`src/rtl/i2c_evt_pkg.sv`:
```
// Package: shared widths, bit masks and register selects for the
// I2C interrupt status unit. Assumes a 16-bit register port.
package i2c_evt_pkg;
    localparam int unsigned REG_W    = 16;
    localparam int unsigned NUM_VEC  = 5;
    localparam int unsigned CODE_W   = $clog2(NUM_VEC + 1);
    localparam int unsigned BUSY_POS = 12;
    localparam logic [REG_W-1:0] STICKY_MASK = 16'h6F1F;
    localparam logic [REG_W-1:0] ENABLE_MASK = 16'h6F1F;

    typedef enum logic [1:0] {
        SEL_FLAGS = 2'd0,
        SEL_MASK  = 2'd1,
        SEL_VEC   = 2'd2,
        SEL_NONE  = 2'd3
    } reg_sel_e;
endpackage

```
`src/rtl/i2c_evt_flag_bank.sv`:
```
// Module: sticky event flags. A bit listed in IMPL sets on its event pulse
// and clears on its clear strobe. When both happen in one cycle, the event
// wins. Bits outside IMPL are constant 0.
// Assumes: evt and clr are synchronous to clk.
module i2c_evt_flag_bank #(
    parameter int unsigned W = 16,
    parameter logic [W-1:0] IMPL = '1
) (
    input  logic         clk,
    input  logic         rst_n,
    input  logic [W-1:0] evt,
    input  logic [W-1:0] clr,
    output logic [W-1:0] flags
);
    for (genvar i = 0; i < W; i++) begin : g_bit
        if (IMPL[i]) begin : g_sticky
            // Purpose: hold flag i; set wins over clear.
            always_ff @(posedge clk) begin
                if (!rst_n) flags[i] <= 1'b0;
                else        flags[i] <= evt[i] | (flags[i] & ~clr[i]);
            end

            a_r9_event_wins: assert property (@(posedge clk) disable iff (!rst_n)
                evt[i] |=> flags[i]);
            a_r4_clear_takes: assert property (@(posedge clk) disable iff (!rst_n)
                (clr[i] && !evt[i]) |=> !flags[i]);
            a_r4_hold_if_untouched: assert property (@(posedge clk) disable iff (!rst_n)
                (flags[i] && !clr[i]) |=> flags[i]);
        end else begin : g_absent
            logic unused_in;
            assign unused_in = evt[i] ^ clr[i];
            assign flags[i]  = 1'b0;
        end
    end
endmodule

```
`src/rtl/i2c_evt_mask_reg.sv`:
```
// Module: interrupt mask register. Only the bits in MASK are storage.
// All other bits read 0.
// Assumes: wr_en is a single-cycle strobe.
module i2c_evt_mask_reg #(
    parameter int unsigned W = 16,
    parameter logic [W-1:0] MASK = '1
) (
    input  logic         clk,
    input  logic         rst_n,
    input  logic         wr_en,
    input  logic [W-1:0] wdata,
    output logic [W-1:0] en
);
    for (genvar i = 0; i < W; i++) begin : g_bit
        if (MASK[i]) begin : g_store
            // Purpose: load mask bit i on a write.
            always_ff @(posedge clk) begin
                if (!rst_n)     en[i] <= 1'b0;
                else if (wr_en) en[i] <= wdata[i];
            end

            a_r5_mask_stable: assert property (@(posedge clk) disable iff (!rst_n)
                !wr_en |=> $stable(en[i]));
        end else begin : g_zero
            logic unused_wd;
            assign unused_wd = wdata[i];
            assign en[i]     = 1'b0;
        end
    end
endmodule

```
`src/rtl/i2c_evt_vec_enc.sv`:
```
// Module: priority encoder for the vectored events. Index 0 has the highest
// priority. The code is index+1, or 0 when nothing is pending. hit is
// the one-hot form of the chosen index.
// Assumes: pending is already masked by the enables.
module i2c_evt_vec_enc #(
    parameter int unsigned NV = 5,
    parameter int unsigned CW = $clog2(NV + 1)
) (
    input  logic [NV-1:0] pending,
    output logic [CW-1:0] code,
    output logic [NV-1:0] hit
);
    // Purpose: scan from highest index down so the lowest pending index wins.
    always_comb begin
        code = '0;
        hit  = '0;
        for (int k = NV - 1; k >= 0; k--) begin
            if (pending[k]) begin
                code = CW'(k + 1);
                hit  = '0;
                hit[k] = 1'b1;
            end
        end
    end

    // Purpose: sanity on encoder outputs.
    always_comb begin
        a_r7_hit_onehot: assert ($onehot0(hit));
        a_r7_code_agrees: assert ((code == '0) == (hit == '0));
    end
endmodule

```
`src/rtl/i2c_evt_irq.sv`:
```
// Module: top of the I2C interrupt status unit. It decodes the register
// port, forms the clear strobes for writes of 1 and for vector reads,
// multiplexes read data and drives the interrupt line.
// Assumes: reg_wr and reg_rd are single-cycle strobes that are steady at the edge.
module i2c_evt_irq
    import i2c_evt_pkg::*;
(
    input  logic             clk,
    input  logic             rst_n,
    input  logic [REG_W-1:0] evt_pulse,
    input  logic             bus_busy_i,
    input  logic [1:0]       reg_sel,
    input  logic             reg_wr,
    input  logic             reg_rd,
    input  logic [REG_W-1:0] reg_wdata,
    output logic [REG_W-1:0] reg_rdata,
    output logic             irq_o
);
    localparam int unsigned PAD_W = REG_W - NUM_VEC;

    logic [REG_W-1:0]   flags;
    logic [REG_W-1:0]   en;
    logic [REG_W-1:0]   clr;
    logic [REG_W-1:0]   flag_word;
    logic [NUM_VEC-1:0] vec_hit;
    logic [CODE_W-1:0]  vec_code;
    logic               wr_flags, wr_mask, rd_vec;

    // Purpose: decode the strobes for each register.
    always_comb begin
        wr_flags = reg_wr && (reg_sel == SEL_FLAGS);
        wr_mask  = reg_wr && (reg_sel == SEL_MASK);
        rd_vec   = reg_rd && (reg_sel == SEL_VEC);
    end

    // Purpose: combine clears from writes of 1 and from a vector read.
    always_comb begin
        clr = wr_flags ? reg_wdata : '0;
        if (rd_vec) clr = clr | {{PAD_W{1'b0}}, vec_hit};
    end

    i2c_evt_flag_bank #(.W(REG_W), .IMPL(STICKY_MASK)) u_flags (
        .clk   (clk),
        .rst_n (rst_n),
        .evt   (evt_pulse),
        .clr   (clr),
        .flags (flags)
    );

    i2c_evt_mask_reg #(.W(REG_W), .MASK(ENABLE_MASK)) u_mask (
        .clk   (clk),
        .rst_n (rst_n),
        .wr_en (wr_mask),
        .wdata (reg_wdata),
        .en    (en)
    );

    i2c_evt_vec_enc #(.NV(NUM_VEC), .CW(CODE_W)) u_vec (
        .pending (flags[NUM_VEC-1:0] & en[NUM_VEC-1:0]),
        .code    (vec_code),
        .hit     (vec_hit)
    );

    // Purpose: merge the live bus-busy level into the visible flag word.
    always_comb begin
        flag_word = flags;
        flag_word[BUSY_POS] = bus_busy_i;
    end

    // Purpose: read-data multiplexer.
    always_comb begin
        unique case (reg_sel_e'(reg_sel))
            SEL_FLAGS: reg_rdata = flag_word;
            SEL_MASK:  reg_rdata = en;
            SEL_VEC:   reg_rdata = {{(REG_W-CODE_W){1'b0}}, vec_code};
            default:   reg_rdata = '0;
        endcase
    end

    // Purpose: interrupt line from enabled pending flags.
    assign irq_o = |(flags & en);

    a_r7_code_implies_irq: assert property (@(posedge clk) disable iff (!rst_n)
        (vec_code != '0) |-> irq_o);
    a_r8_vec_read_clears: assert property (@(posedge clk) disable iff (!rst_n)
        (rd_vec && ((vec_hit & ~evt_pulse[NUM_VEC-1:0]) != '0))
        |=> ((flags[NUM_VEC-1:0] & $past(vec_hit & ~evt_pulse[NUM_VEC-1:0])) == '0));
    a_r10_no_write_effect: assert property (@(posedge clk) disable iff (!rst_n)
        (reg_wr && reg_sel[1] && !reg_rd) |=> $stable(en));
endmodule

```
`config.mk`:
```
export PLATFORM = sky130hd
export DESIGN_NAME = i2c_evt_irq
export DESIGN_NICKNAME = d
export VERILOG_FILES = /design/src/rtl/i2c_evt_pkg.sv /design/src/rtl/i2c_evt_flag_bank.sv /design/src/rtl/i2c_evt_mask_reg.sv /design/src/rtl/i2c_evt_vec_enc.sv /design/src/rtl/i2c_evt_irq.sv
export SDC_FILE = /design/constraint.sdc
export NUM_CORES = 1
export LEC_CHECK = 0
export BUFFER_PORTS_ARGS = -buffer_cell sky130_fd_sc_hd__buf_2
export CORE_ASPECT_RATIO = 1.1
export CORE_MARGIN = 5
export CORE_UTILIZATION = 40
export CTS_CLUSTER_SIZE = 10
export DETAILED_ROUTE_END_ITERATION = 6
export GPL_TIMING_DRIVEN = 0
export PLACE_DENSITY_LB_ADDON = 0.3
export SKIP_LAST_GASP = 1
export SLEW_MARGIN = 30
export SYNTH_ARGS = -nofsm -noshare
export SYNTH_HDL_FRONTEND = slang
export SYNTH_SLANG_ARGS = --single-unit
```
`constraint.sdc`:
```
create_clock -name clk -period 1.49 [get_ports clk]
set_input_delay 0.0745 -clock clk [delete_from_list [all_inputs] [get_ports clk]]
set_output_delay 0.0745 -clock clk [all_outputs]
set_load 0.02 [all_outputs]
```
Yosys cells after proc, flatten, opt, wreduce, memory -nomap -nowiden
Cells that the tools add are included.
{"block": "totals", "regBits": 22, "inputBits": 39, "output_inout_bits": 17, "wordCells": 78}
{"block": "op_classes", "eq_ne": 2, "n_mux": 13, "bitwise": 36, "reduce_logical": 5}
{"operator": "$pmux W15 S3", "n": 1}
{"operator": "$mux W15", "n": 2}
{"operator": "$mux W5", "n": 5}
{"operator": "$reduce_or A16 Y1", "n": 1}
{"operator": "$and A15 B15 Y15", "n": 1}
{"operator": "$mux W3", "n": 5}
{"operator": "$or A15 B5 Y15", "n": 1}
{"operator": "$and A1 B1 Y1", "n": 11}
{"operator": "$not A1 Y1", "n": 11}
{"operator": "$or A1 B1 Y1", "n": 11}
{"operator": "$and A5 B5 Y5", "n": 1}
{"operator": "$logic_and A1 B1 Y1", "n": 3}
{"operator": "$eq A2 B1 Y1 const B", "n": 1}
{"operator": "$eq A2 B2 Y1 const B", "n": 1}
{"operator": "$logic_not A2 Y1", "n": 1}

Longest topological paths before layout
{"block": "depth", "depth_word": 11, "depth_mapped": 5, "depth_no_buf": 3}

Cells and area by module
Synthesis repeated with hierarchy kept, for this count alone.
{"block": "hier_totals", "cells_unflattened": 172, "area_unflattened_um2": 1505.2}
{"module": "i2c_evt_irq", "n_inst": 1, "cells_each": 79, "area_each_um2": 550.5, "seq_area_each_um2": 0.0}
{"module": "i2c_evt_mask_reg", "n_inst": 1, "cells_each": 41, "area_each_um2": 455.4, "seq_area_each_um2": 220.2}
{"module": "i2c_evt_flag_bank", "n_inst": 1, "cells_each": 40, "area_each_um2": 424.2, "seq_area_each_um2": 220.2}
{"module": "i2c_evt_vec_enc", "n_inst": 1, "cells_each": 12, "area_each_um2": 75.1, "seq_area_each_um2": 0.0}

Worst setup path after synthesis
OpenSTA, ideal clock, no wires.
{"block": "synth_path", "path_kind": "flip-flop to flip-flop", "start": "register u_flags.flags[1]", "end": "register u_flags.flags[4]", "setup_time_ns": 0.122, "arrival_ns": 1.177, "required_ns": 1.368, "slack_ns": 0.192, "path_stages_with_launch": 4, "path_buffers": 0, "period_less_slack_ns": 1.298, "path_cell_list": "dfxtp_1 a22o_1 or3b_1 o311a_1"}
{"block": "synth_between", "elab_chain_cells": 8}
{"element": "start: declaration", "line_no": "i2c_evt_flag_bank.sv:13", "rtl": "output logic [W-1:0] flags"}
{"element": "start signal: indexed assignment", "line_no": "i2c_evt_flag_bank.sv:20", "rtl": "else flags[i] <= evt[i] | (flags[i] & ~clr[i]);"}
{"element": "$and A5 B5 Y5", "line_no": "i2c_evt_irq.sv:59", "rtl": ".pending (flags[NUM_VEC-1:0] & en[NUM_VEC-1:0]),"}
{"element": "$mux W5 (2 in series)", "line_no": "i2c_evt_vec_enc.sv:18", "rtl": "if (pending[k]) begin"}
{"element": "$or A15 B5 Y15", "line_no": "i2c_evt_irq.sv:39", "rtl": "if (rd_vec) clr = clr | {{PAD_W{1'b0}}, vec_hit};"}
{"element": "$mux W15", "line_no": "i2c_evt_irq.sv:39"}
{"element": "$not A1 Y1", "line_no": "i2c_evt_flag_bank.sv:20"}
{"element": "$and A1 B1 Y1", "line_no": "i2c_evt_flag_bank.sv:20"}
{"element": "$or A1 B1 Y1", "line_no": "i2c_evt_flag_bank.sv:20"}
Every way passes these cells.
A chain may end at the register's enable or synchronous reset.

Worst setup path in the final report
{"block": "layout_path", "start": "register u_mask.en[1]", "end": "output irq_o"}
{"block": "layout_between", "elab_chain_cells": 2}
{"element": "start: declaration", "line_no": "i2c_evt_mask_reg.sv:12", "rtl": "output logic [W-1:0] en"}
{"element": "start signal: indexed assignment", "line_no": "i2c_evt_mask_reg.sv:19", "rtl": "else if (wr_en) en[i] <= wdata[i];"}
{"element": "$and A15 B15 Y15", "line_no": "i2c_evt_irq.sv:81", "rtl": "assign irq_o = |(flags & en);"}
{"element": "$reduce_or A16 Y1", "line_no": "i2c_evt_irq.sv:81"}
{"element": "end: declaration", "line_no": "i2c_evt_irq.sv:17", "rtl": "output logic irq_o"}
Every way passes these cells.

==> reports/metrics.yaml <==
status: "complete, but fails checks"
violations: "setup timing"
end_kind: "output pin"
finalCritPeriodShare: 1.01
worst_slew_pin_slew_ns: 0.688
io_pins: 56
ant_nets: 0
setup_ws_ns: -0.0107
ir_drop_v: 0.000574
dr.pass1.iters: 4
fin_crit_ns: 1.50
power_density_mw_per_mm2: 773
ys_top_cells_by_count: "dfxtp_1 (22), mux2i_1 (21), nor2_1 (20), a21boi_0 (9)"
hold_start: "reg_wdata[3]"
r2r_slack_ns: 0.05
grt_start_max_net_pins: 13
synthCells: 130
relSlewSlack: 0.539
cts_buffer_depth: 2
critPathArrivalTime_ns: 1.43
synth_largest_area_cell: "dfxtp_1"
r2r-start: "u_mask.en[1]"
cpPeakStageDelay_ns: 0.35
start_util: 0.425
reg2reg_to: "u_flags.flags[3]"
crit_type: "reg2out"
hold_class: "in2reg"
cts_htree_levels: 1
cts.sinks: 22
rr_worst_depth: 4
min_to: "u_mask.en[3]"
die_y_um: 67.5
critPathMaxFanout: 5
synth_flop_cell: "dfxtp_1"
report.final.setup_viol: 1
max_freq_mhz: 666
hold_path_depth: 3
wirelength_mm: 3.34
drtIter0Drc: 49
synth_area_leaders: "dfxtp_1 (37%), mux2i_1 (18%), nor2_1 (6.3%)"
hold_viol: 0
cts_tree: "built"
grt_overflow_total: 0
synthArstFlopShare: 0
synth_edf_count: 0
slowest_stage: "dfxtp_2"
wl_per_cell_um: 15.2
yosysWarningCount: 0
grt_pass1_vias: 1181
path_cells: "a22o_4 -> and2b_2 -> nand4_1 -> buf_4"
syn_to_final_growth_pct: 34.6
globalplace.congestion: 0.812
fp-row-count: 20
fillers: 255
core_area_mm2: 0.00283
fin_util: 0.572
final_nets: 227
synth_seq_cells: 22
drive_above_1_share: 0.364
seq_area_frac_synth: 0.367
dieArea_mm2: 0.00420
port_buffers: 40
grt_pass1_wl_mm: 5.30
finalSetupTns_ns: -0.0107
clock_latency_ns: 0.30
leakagePower_nw: 0.796
numCtsBuffers: 3
netlist_area_mm2: 0.00120
yosysUniqueCellTypes: 34
viasPerCell: 5.30
drv_slew: 0
critPathLaunchType: "flop"
drcViolationCount: 0
antenna_found_initial: 0
rsz0062_at_grt: "true"
antenna_cells: 0
required_ns: 1.42
netlist.area_leader.share: 0.367
synth.most_common_cell: "dfxtp_1"
fp.dieW_um: 62.3
track_usage: 0.155
vias: 1166
clock_skew_ns: 0.0114
cts_root_buf: "clkbuf_4"
dp_hpwl_mm: 2.34
clk_pin_slew_worst_paths_ns: 0.12
syn_area_per_cell_um2: 9.24
max-cap-violations: 0
-- state kept, by name (all words and copies together) (netlist names) --
name	cells
u_flags.flags	11
u_mask.en	11
-- layout make-up --
cell class,count,area [µm²],area share
inverters,2,7.51,0.00464
clock buffers,4,36.3,0.0224
plain buffers,10,65.1,0.0402
flip-flops and latches,22,448,0.277
repair buffers,50,298,0.184
well taps,33,41.3,0.0255
multi-input cells,99,721,0.446
-- critical path: cells and delay by family (launching register included) --
family,cells,cell delay (ns)
buf+inv,1,0.18
compound gates,1,0.27
simple gates,2,0.31
flops,1,0.35
-- cell usage in the layout, fill, tap and decap left out, types with 3 or more instances in the layout --
cell type,count
dlygate4sd3_1,7
nand2_1,7
buf_2,39
o221a_2,3
conb_1,4
dfxtp_1,16
clkbuf_1,3
nor2_1,20
clkbuf_4,3
a21boi_0,9
buf_4,10
mux2i_1,21
dfxtp_2,6
o21a_1,7
-- per-layer routing --
metal  global-route usage  routed length [µm]
met5                    0                   0
met4               0.0557                  10
met3               0.0333                 220
met2                0.269                1610
met1                0.191                1500
-- through the flow --
step	hold slack [ns]	std cells	instance area, µm²	worst slack [ns]	power [mW]
4_1_cts	0.00178	220	1610	-0.0165	1.26
3_5_place_dp	0.287	206	1450	0.0235	0.909
5_1_grt	0.0123	220	1620	-0.0727	1.32
2_1_floorplan	0.198	133	1210	0.192	0.816
6_report	0.0153	220	1620	-0.0107	1.25
3_3_place_gp	0.282	206	1450	0.118	0.901
-- report_power, final --
group          total, mW  leakage [nW]  internal (mW)  switching, mW
combinational      0.277         0.591          0.138          0.139
sequential         0.651         0.184          0.622         0.0295
clock              0.321        0.0210          0.149          0.172
-- worst max-delay path by stage --
stage | cells past startpoint | slack, ns | end | start
3_3_place_gp | 3 | 0.12 | u_flags.flags[4] | u_flags.flags[1]
6_report | 4 | -0.01 | irq_o | u_mask.en[1]
5_1_grt | 4 | -0.07 | irq_o | u_mask.en[1]
4_1_cts | 4 | -0.02 | irq_o | u_mask.en[1]
3_5_place_dp | 4 | 0.02 | u_flags.flags[3] | reg_sel[1]
2_1_floorplan | 3 | 0.19 | u_flags.flags[4] | u_flags.flags[1]
-- what timing repair did --
item,CTS,global route
setup buffers,3,0
gates cloned,0,0
endpoints found under the hold margin,7,0
resized for setup,6,6
hold buffers,7,0
pin swaps,1,0
endpoints found under the setup margin,2,3
-- cell families after synthesis --
logic type / Yosys count / synth area share
other cells: 1 / 0.00312
compound gates: 32 / 0.215
simple gates: 42 / 0.180
buf+inv: 12 / 0.0604
mux: 21 / 0.175
flops: 22 / 0.367
Power figures use the tool's default switching activity.
